<file path="config.mk">
export PLATFORM = sky130hd
export DESIGN_NAME = cal_sequencer
export DESIGN_NICKNAME = d
export VERILOG_FILES = /design/src/rtl/cal_seq_pkg.sv /design/src/rtl/cal_seq_count.sv /design/src/rtl/cal_seq_ctrl.sv /design/src/rtl/cal_sequencer.sv
export SDC_FILE = /design/constraint.sdc
export NUM_CORES = 1
export LEC_CHECK = 0
export BUFFER_PORTS_ARGS = -buffer_cell sky130_fd_sc_hd__buf_2
export CORE_UTILIZATION = 39
export CTS_CLUSTER_DIAMETER = 40
export DETAILED_ROUTE_END_ITERATION = 8
export GPL_ROUTABILITY_DRIVEN = 1
export GPL_TIMING_DRIVEN = 0
export HOLD_SLACK_MARGIN = 0.08
export SLEW_MARGIN = 5
export SYNTH_ARGS = -nofsm -noshare
export SYNTH_HDL_FRONTEND = slang
export SYNTH_HIERARCHICAL = 1
export SYNTH_SLANG_ARGS = --single-unit
</file>
<file path="constraint.sdc">
create_clock -name clk -period 7.3 [get_ports clk]
set_input_delay 0.365 -clock clk [delete_from_list [all_inputs] [get_ports clk]]
set_output_delay 0.365 -clock clk [all_outputs]
set_load 0.02 [all_outputs]
</file>
<file path="src/rtl/cal_seq_pkg.sv">
package cal_seq_pkg;

  typedef enum logic [1:0] {
    CAL_FULL     = 2'b00,
    CAL_GAIN_OFS = 2'b01,
    CAL_OFS      = 2'b10,
    CAL_GAIN     = 2'b11
  } calType_e;

  typedef enum logic [1:0] {
    PH_IDLE = 2'b00,
    PH_DAC  = 2'b01,
    PH_OFS  = 2'b10,
    PH_GAIN = 2'b11
  } phase_e;

  // strobes from control to the clock-count datapath
  typedef struct packed {
    logic     load;
    phase_e   phase;
    calType_e calType;
  } seqStrobe_t;

  function automatic int maxOf(input int a, input int b);
    return (a > b) ? a : b;
  endfunction

endpackage

</file>
<file path="src/rtl/cal_seq_count.sv">
module cal_seq_count
  import cal_seq_pkg::*;
#(
  parameter int FULL_DAC_CLKS  = 97253,
  parameter int FULL_OFS_CLKS  = 13880,
  parameter int FULL_GAIN_CLKS = 13880,
  parameter int PAIR_GAIN_CLKS = 13880,
  parameter int PAIR_OFS_CLKS  = 13880,
  parameter int OFS_ONLY_CLKS  = 13880,
  parameter int GAIN_ONLY_CLKS = 13880
) (
  input  logic       clk,
  input  logic       rstN,
  input  seqStrobe_t strb,
  output logic       lastCycle
);

  localparam int MAX_LEN = maxOf(maxOf(maxOf(FULL_DAC_CLKS, FULL_OFS_CLKS),
                                       maxOf(FULL_GAIN_CLKS, PAIR_GAIN_CLKS)),
                                 maxOf(maxOf(PAIR_OFS_CLKS, OFS_ONLY_CLKS),
                                       GAIN_ONLY_CLKS));
  localparam int CW = $clog2(MAX_LEN + 1);

  logic [CW-1:0] cnt;
  logic [CW-1:0] loadVal;
  int            phaseLen;

  always_comb begin
    phaseLen = 1;
    unique case ({strb.calType, strb.phase})
      {CAL_FULL,     PH_DAC }: phaseLen = FULL_DAC_CLKS;
      {CAL_FULL,     PH_OFS }: phaseLen = FULL_OFS_CLKS;
      {CAL_FULL,     PH_GAIN}: phaseLen = FULL_GAIN_CLKS;
      {CAL_GAIN_OFS, PH_GAIN}: phaseLen = PAIR_GAIN_CLKS;
      {CAL_GAIN_OFS, PH_OFS }: phaseLen = PAIR_OFS_CLKS;
      {CAL_OFS,      PH_OFS }: phaseLen = OFS_ONLY_CLKS;
      {CAL_GAIN,     PH_GAIN}: phaseLen = GAIN_ONLY_CLKS;
      default:                 phaseLen = 1;
    endcase
    loadVal = CW'(phaseLen - 1);
  end

  always_ff @(posedge clk or negedge rstN) begin
    if (!rstN)              cnt <= '0;
    else if (strb.load)     cnt <= loadVal;
    else if (cnt != '0)     cnt <= cnt - 1'b1;
  end

  assign lastCycle = (cnt == '0);

endmodule

</file>
<file path="src/rtl/cal_seq_ctrl.sv">
module cal_seq_ctrl
  import cal_seq_pkg::*;
(
  input  logic       clk,
  input  logic       rstN,
  input  logic       calPin,
  input  logic       wrEn,
  input  logic       wrStart,
  input  logic [1:0] wrType,
  input  logic       bipolar,
  input  logic       lastCycle,
  output seqStrobe_t strb,
  output logic       busy,
  output logic       trimDac,
  output logic       trimOffset,
  output logic       trimGain,
  output logic       ofsMid
);

  phase_e   phase, nextPhase, firstPhase;
  calType_e storedType, curType, selType, useType;
  logic     pinS, pinD, biLatch;
  logic     pinRise, accept, wrAccept, start;

  always_comb begin
    pinRise  = pinS & ~pinD;
    accept   = pinS & (phase == PH_IDLE);
    wrAccept = wrEn & accept;
    start    = accept & (pinRise | (wrAccept & wrStart));
    selType  = wrAccept ? calType_e'(wrType) : storedType;

    unique case (selType)
      CAL_FULL:     firstPhase = PH_DAC;
      CAL_GAIN_OFS: firstPhase = PH_GAIN;
      CAL_OFS:      firstPhase = PH_OFS;
      default:      firstPhase = PH_GAIN;
    endcase

    nextPhase = phase;
    if (!pinS) begin
      nextPhase = PH_IDLE;
    end else if (phase == PH_IDLE) begin
      nextPhase = start ? firstPhase : PH_IDLE;
    end else if (lastCycle) begin
      unique case (phase)
        PH_DAC:  nextPhase = PH_OFS;
        PH_OFS:  nextPhase = (curType == CAL_FULL) ? PH_GAIN : PH_IDLE;
        PH_GAIN: nextPhase = (curType == CAL_GAIN_OFS) ? PH_OFS : PH_IDLE;
        default: nextPhase = PH_IDLE;
      endcase
    end

    useType      = (phase == PH_IDLE) ? selType : curType;
    strb.load    = (nextPhase != PH_IDLE) && (nextPhase != phase);
    strb.phase   = nextPhase;
    strb.calType = useType;
  end

  always_ff @(posedge clk or negedge rstN) begin
    if (!rstN) begin
      pinS       <= 1'b1;
      pinD       <= 1'b1;
      phase      <= PH_IDLE;
      storedType <= CAL_FULL;
      curType    <= CAL_FULL;
      biLatch    <= 1'b0;
    end else begin
      pinS  <= calPin;
      pinD  <= pinS;
      phase <= nextPhase;
      if (wrAccept) storedType <= calType_e'(wrType);
      if (start) begin
        curType <= selType;
        biLatch <= bipolar;
      end
    end
  end

  assign busy       = (phase != PH_IDLE);
  assign trimDac    = (phase == PH_DAC);
  assign trimOffset = (phase == PH_OFS);
  assign trimGain   = (phase == PH_GAIN);
  assign ofsMid     = trimOffset & biLatch;

endmodule

</file>
<file path="src/rtl/cal_sequencer.sv">
module cal_sequencer
  import cal_seq_pkg::*;
#(
  parameter int FULL_DAC_CLKS  = 97253,
  parameter int FULL_OFS_CLKS  = 13880,
  parameter int FULL_GAIN_CLKS = 13880,
  parameter int PAIR_GAIN_CLKS = 13880,
  parameter int PAIR_OFS_CLKS  = 13880,
  parameter int OFS_ONLY_CLKS  = 13880,
  parameter int GAIN_ONLY_CLKS = 13880
) (
  input  logic       clk,
  input  logic       rstN,
  input  logic       calPin,
  input  logic       wrEn,
  input  logic       wrStart,
  input  logic [1:0] wrType,
  input  logic       bipolar,
  output logic       busy,
  output logic       trimDac,
  output logic       trimOffset,
  output logic       trimGain,
  output logic       ofsMid
);

  seqStrobe_t strb;
  logic       lastCycle;

  cal_seq_ctrl u_ctrl (
    .clk       (clk),
    .rstN      (rstN),
    .calPin    (calPin),
    .wrEn      (wrEn),
    .wrStart   (wrStart),
    .wrType    (wrType),
    .bipolar   (bipolar),
    .lastCycle (lastCycle),
    .strb      (strb),
    .busy      (busy),
    .trimDac   (trimDac),
    .trimOffset(trimOffset),
    .trimGain  (trimGain),
    .ofsMid    (ofsMid)
  );

  cal_seq_count #(
    .FULL_DAC_CLKS (FULL_DAC_CLKS),
    .FULL_OFS_CLKS (FULL_OFS_CLKS),
    .FULL_GAIN_CLKS(FULL_GAIN_CLKS),
    .PAIR_GAIN_CLKS(PAIR_GAIN_CLKS),
    .PAIR_OFS_CLKS (PAIR_OFS_CLKS),
    .OFS_ONLY_CLKS (OFS_ONLY_CLKS),
    .GAIN_ONLY_CLKS(GAIN_ONLY_CLKS)
  ) u_count (
    .clk      (clk),
    .rstN     (rstN),
    .strb     (strb),
    .lastCycle(lastCycle)
  );

endmodule

</file>
== Word level (Yosys, flattened, before mapping) ==
Cells that the tools add are included.
Widths: inputs -> output; s select.

* Register bits: 26
* Bits in latches: 0
* Bits in writable memories: 0
* Memory bits (read-only): 0
* Input port bits: 8
* Output and inout bits: 5
* Word-level logic and storage cells: 53
* Memories kept: 0

* Add/subtract/negate cells: 2
* $mul: 0
* Div/mod/pow operators: 0
* $lt $le $gt $ge: 0
* Equality and inequality tests: 13
* Shift-type cells: 0
* Mux-type cells: 13
* Bitwise operators: 8
* Reductions and logical operators: 10

{| class="wikitable"
|+ Operators by type and width
! cell !! number
|-
| $mux 17 || 2
|-
| $pmux 17 s2 || 1
|-
| $sub 17x1->17 const B || 2
|-
| $logic_not 17->1 || 1
|-
| $reduce_bool 17->1 || 1
|-
| $mux 2 || 8
|-
| $eq 4x2->1 const B || 2
|-
| $eq 4x3->1 const B || 2
|-
| $eq 4x4->1 const B || 2
|-
| $and 1x1->1 || 6
|-
| $eq 2x2->1 const B || 3
|-
| $logic_not 2->1 || 3
|-
| $pmux 2 s3 || 1
|-
| $reduce_bool 2->1 || 3
|-
| $reduce_or 6->1 || 1
|-
| $eq 2x1->1 const B || 2
|-
| $eq 4x1->1 const B || 1
|-
| $pmux 2 s2 || 1
|-
| $ne 2x2->1 || 1
|-
| $logic_and 1x1->1 || 1
|-
| $not 1->1 || 1
|-
| $or 1x1->1 || 1
|}

== Longest topological paths before layout ==
* Depth after elaboration: 14
* Gate-level depth with buffers: 14

== Hierarchy ==
Netlist, hierarchy kept.

{| class="wikitable"
|+ Modules (own cells, without submodules)
! module !! instances !! cells an instance !! area each (um^2) !! seq. area each (um^2)
|-
| cal_seq_count || 1 || 119 || 1139.8 || 425.4
|-
| cal_seq_ctrl || 1 || 60 || 605.6 || 227.7
|}

== Worst setup path before layout ==
Ideal clock, no wire load.

* Path kind: register -> register
* From: register u_count.cnt[0]
* To: register u_count.cnt[13]
* Setup time: 0.099 ns
* Data arrival time: 3.197 ns
* Slack: 4.004 ns
* Cell stages (with the launch flop): 14
* Period minus slack after synthesis: 3.296 ns
* Cells stage by stage: dfrtp_1 > inv_1 > ha_1 > nor4b_4 > nand4_4 > nor4_1 > nor4b_1 > o31ai_1 > a21oi_2 > a2bb2oi_2 > buf_6 > buf_2 > nand4_1 > a311oi_1

{| class="wikitable"
|+ RTL lines
! what !! RTL line !! text
|-
| from (decl) || cal_seq_count.sv:24 || <nowiki>logic [CW-1:0] cnt;</nowiki>
|-
| from (signal assigned) || cal_seq_count.sv:45 || <nowiki>else if (strb.load) cnt <= loadVal;</nowiki>
|-
| from (signal assigned) || cal_seq_count.sv:46 || <nowiki>else if (cnt != '0) cnt <= cnt - 1'b1;</nowiki>
|}

==> flow_metrics.env <==
export IMPL_status="finished clean"
export IMPL_instances_no_fill=245
export IMPL_crit_type="reg -> reg"
export IMPL_fp_dieH_um=68.9
export IMPL_syn_to_final_growth_pct=9.61
export IMPL_routed_wl_mm=3.79
export IMPL_dp_cells=241
export IMPL_relSlewSlack_pct=51.8
export IMPL_p_seq_share_pct=31.2
export IMPL_place_congestion=0.812
export IMPL_crit_chain="inv_1, ha_1, nor4b_4, nand4_4, nor4_1, nor4b_1, o31ai_1, a21oi_2, a2bb2oi_2, buf_6, buf_2, nand4_1, a311oi_1"
export IMPL_combPwrFrac_pct=59.4
export IMPL_dr_pass1_iters=4
export IMPL_n_antenna_cell=0
export IMPL_total_power_mw=0.886
export IMPL_path_buf_inv=3
export IMPL_fin_crit_ns=4.23
export IMPL_switchingPower_mw=0.424
export IMPL_cts_tree="yes"
export IMPL_cts_sinks=26
export IMPL_cp_start_kind="flip-flop"
export IMPL_drive_gt1_share_pct=22.1
export IMPL_io_pins=13
export IMPL_vdd_ir_drop_max_v=0.000206
export IMPL_clockBufferDepth=2
export IMPL_die_area_mm2=0.00475
export IMPL_fin_nets=205
export IMPL_ff2ff_setup_slack_ns=3.07
export IMPL_grt_total_usage_pct=18.3
export IMPL_die_w_um=68.9
export IMPL_worst_pin_slew_ns=0.716
export IMPL_rows=23
export IMPL_dp_hpwl_mm=2.83
export IMPL_hold_worst_slack_ns=0.0838
export IMPL_p_per_area_mw_per_mm2=463
export IMPL_cts_root_buf="clkbuf_8"
export IMPL_synthDistinctLibCells=58
export IMPL_setup_slack_ns=3.07
export IMPL_wl_per_cell_um=15.5
export IMPL_syn_inst=179
export IMPL_cp_max_fo=10
export IMPL_period_share_pct=58.0
export IMPL_antenna_found_initial=0
export IMPL_p_int_mw=0.462
export IMPL_required_ns=7.47
export IMPL_cp_slowest_cell="nor4b_4"
export IMPL_finalClockSkew_ns=0.00527
export IMPL_cts_resized=0
export IMPL_place_ws_ns=3.10
export IMPL_drt_iter0_drc=60
export IMPL_p_leak_nw=0.824
export IMPL_post_cts_buffers=0
export IMPL_syn_area_mm2=0.00175
export IMPL_crit_path_end_kind="flip-flop"
export IMPL_synth_edff_count=0
export IMPL_ys_warn_count=6
export IMPL_yosys_most_used_dff="dfrtp_1"
export IMPL_grt_pass1_vias=1367
export IMPL_fin_setup_tns_ns=0
export IMPL_grt_setup_unrepaired="false"
export IMPL_coreArea_mm2=0.00414
export IMPL_clk_pin_slew_worst_paths_ns=0.09
export IMPL_grt_max_degree=27
export IMPL_avgSynthCellArea_um2=9.75
export IMPL_hold_viol_final=0
export IMPL_vias=1405
export IMPL_maxCapViolations=0
export IMPL_io_buffers=12
export IMPL_synth_nets=188
export IMPL_max_stage_delay_ns=0.61
export IMPL_post_drt_via_cell_ratio=5.73
export IMPL_ys_seq_area_share_pct=37.4
export IMPL_cts_htree_levels=1
export IMPL_drv_slew=0
export IMPL_swShare_pct=47.9
export IMPL_initial_core_util_pct=42.1
export IMPL_postCtsHoldBufs=0
export IMPL_setup_violations=0
export IMPL_clock_latency_ns=0.27
export IMPL_grt_ovfl_total=0
export IMPL_postRouteAntennaNets=0
export IMPL_hold_path_class="in -> async"
export IMPL_clockPowerShare_pct=9.4
export IMPL_crit_family="simple AND/OR/NAND/NOR gates"
export IMPL_max_freq_mhz=236
export IMPL_cp_arrival_ns=4.40
export IMPL_drc=0
export IMPL_cts_made_buffers=3
export IMPL_async_flop_share_pct=100
export IMPL_grt_pass1_wl_mm=6.37
export IMPL_synth_seq_cells=26
Yosys cell counts (all sizes together) (2+ instances only):
cell type | number | share of area, %
a21o | 2 | 0.86
a21oi | 16 | 4.8
a31oi | 4 | 1.4
and2 | 4 | 1.4
and3 | 2 | 0.79
and3b | 2 | 1.0
buf | 6 | 2.9
dfrtp | 24 | 34
dfstp | 2 | 3.0
inv | 10 | 2.2
mux2 | 2 | 1.5
mux2i | 6 | 3.4
nand2 | 13 | 2.9
nand2b | 5 | 1.8
nand3 | 4 | 1.1
nand3b | 2 | 0.86
nand4 | 4 | 3.2
nor2 | 18 | 4.7
nor2b | 2 | 0.72
nor3 | 7 | 2.0
nor4 | 5 | 3.4
nor4b | 3 | 2.4
o21ai | 10 | 2.9
o311ai | 2 | 2.0
o41ai | 2 | 2.1
xnor2 | 2 | 1.0
xor2 | 3 | 1.5
sequential cells by signal, summed over array words and instances, names as in the netlist:
register and cells:
u_count/cnt 17, u_ctrl/storedType 2, u_ctrl/pinD 1, u_ctrl/phase 2
u_ctrl/curType 2, u_ctrl/pinS 1, u_ctrl/biLatch 1
final cells by class:
cell class                 instances  area [um2]
fill                             399        2230
multi-input combinational        137        1000
sequential                        26         653
tap                               50        62.6
timing repair buffer              12        60.1
buffer                             6        51.3
clock buffer                       4        45.0
inverter                          10        37.5
worst paths after layout:
check	from	to	depth (start not counted)
setup / recovery	u_count/cnt[0]	u_count/cnt[13]	13
max in group asynchronous	rstN	u_ctrl/storedType[1]	1
min in group clk	calPin	u_ctrl/pinS	1
hold / removal	rstN	u_count/cnt[8]	1
setup reg to reg	u_count/cnt[0]	u_count/cnt[13]	13
hold reg to reg	u_ctrl/pinS	u_ctrl/pinD	0
cells by family after synthesis:
family | count (synthesis) | share of synthesized area, %
compound gates | 47 | 20.5
mux | 8 | 4.95
fa+ha+maj | 1 | 0.717
flops | 26 | 37.4
xor+xnor | 5 | 2.51
buf+inv | 16 | 5.09
simple gates | 76 | 28.8
metal layers:
metal	up-vias	GRT usage (%)	wire length, um
li1	685	-	-
met1	687	22.1	1670
met2	27	32.6	1950
met3	6	2.14	105
met4	0	7.14	68
met5	-	0	0
through the flow:
step / cell area, um2 / util (%)
detailed placement: 1870 / 45.1
finish: 1910 / 46.2
floorplan: 1750 / -
global placement: 1870 / 45.1
global route: 1910 / 46.2
CTS: 1910 / 46.2
cell usage in the layout (no fill, tap or decap), drive strengths merged, types with 2 or more instances in the layout:
cell | Yosys | routed
a21o | 2 | 2
a21oi | 16 | 16
a31oi | 4 | 4
and2 | 4 | 4
and3 | 2 | 2
and3b | 2 | 2
buf | 6 | 18
clkbuf | 0 | 4
dfrtp | 24 | 24
dfstp | 2 | 2
inv | 10 | 10
mux2 | 2 | 2
mux2i | 6 | 6
nand2 | 13 | 13
nand2b | 5 | 5
nand3 | 4 | 4
nand3b | 2 | 2
nand4 | 4 | 4
nor2 | 18 | 18
nor2b | 2 | 2
nor3 | 7 | 7
nor4 | 5 | 5
nor4b | 3 | 3
o21ai | 10 | 10
o311ai | 2 | 2
o41ai | 2 | 2
xnor2 | 2 | 2
xor2 | 3 | 3
worst reg2reg max path, cell delays in order, from the launching register on:
cell and delay, ns:
dfrtp_1 0.42, inv_1 0.09, ha_1 0.21, nor4b_4 0.61, nand4_4 0.22, nor4_1 0.60, nor4b_1 0.34, o31ai_1 0.15
a21oi_2 0.28, a2bb2oi_2 0.19, buf_6 0.16, buf_2 0.23, nand4_1 0.28, a311oi_1 0.34
power groups by stage:
stage          registers [mW]  clock network [mW]  logic (mW)
2_1_floorplan           0.262                   0       0.425
3_3_place_gp            0.274                   0       0.509
3_5_place_dp            0.278                   0       0.523
4_1_cts                 0.275              0.0869       0.526
5_1_grt                 0.285              0.0920       0.582
6_report                0.276              0.0835       0.527
No activity file was read; power rests on OpenSTA's default activity.
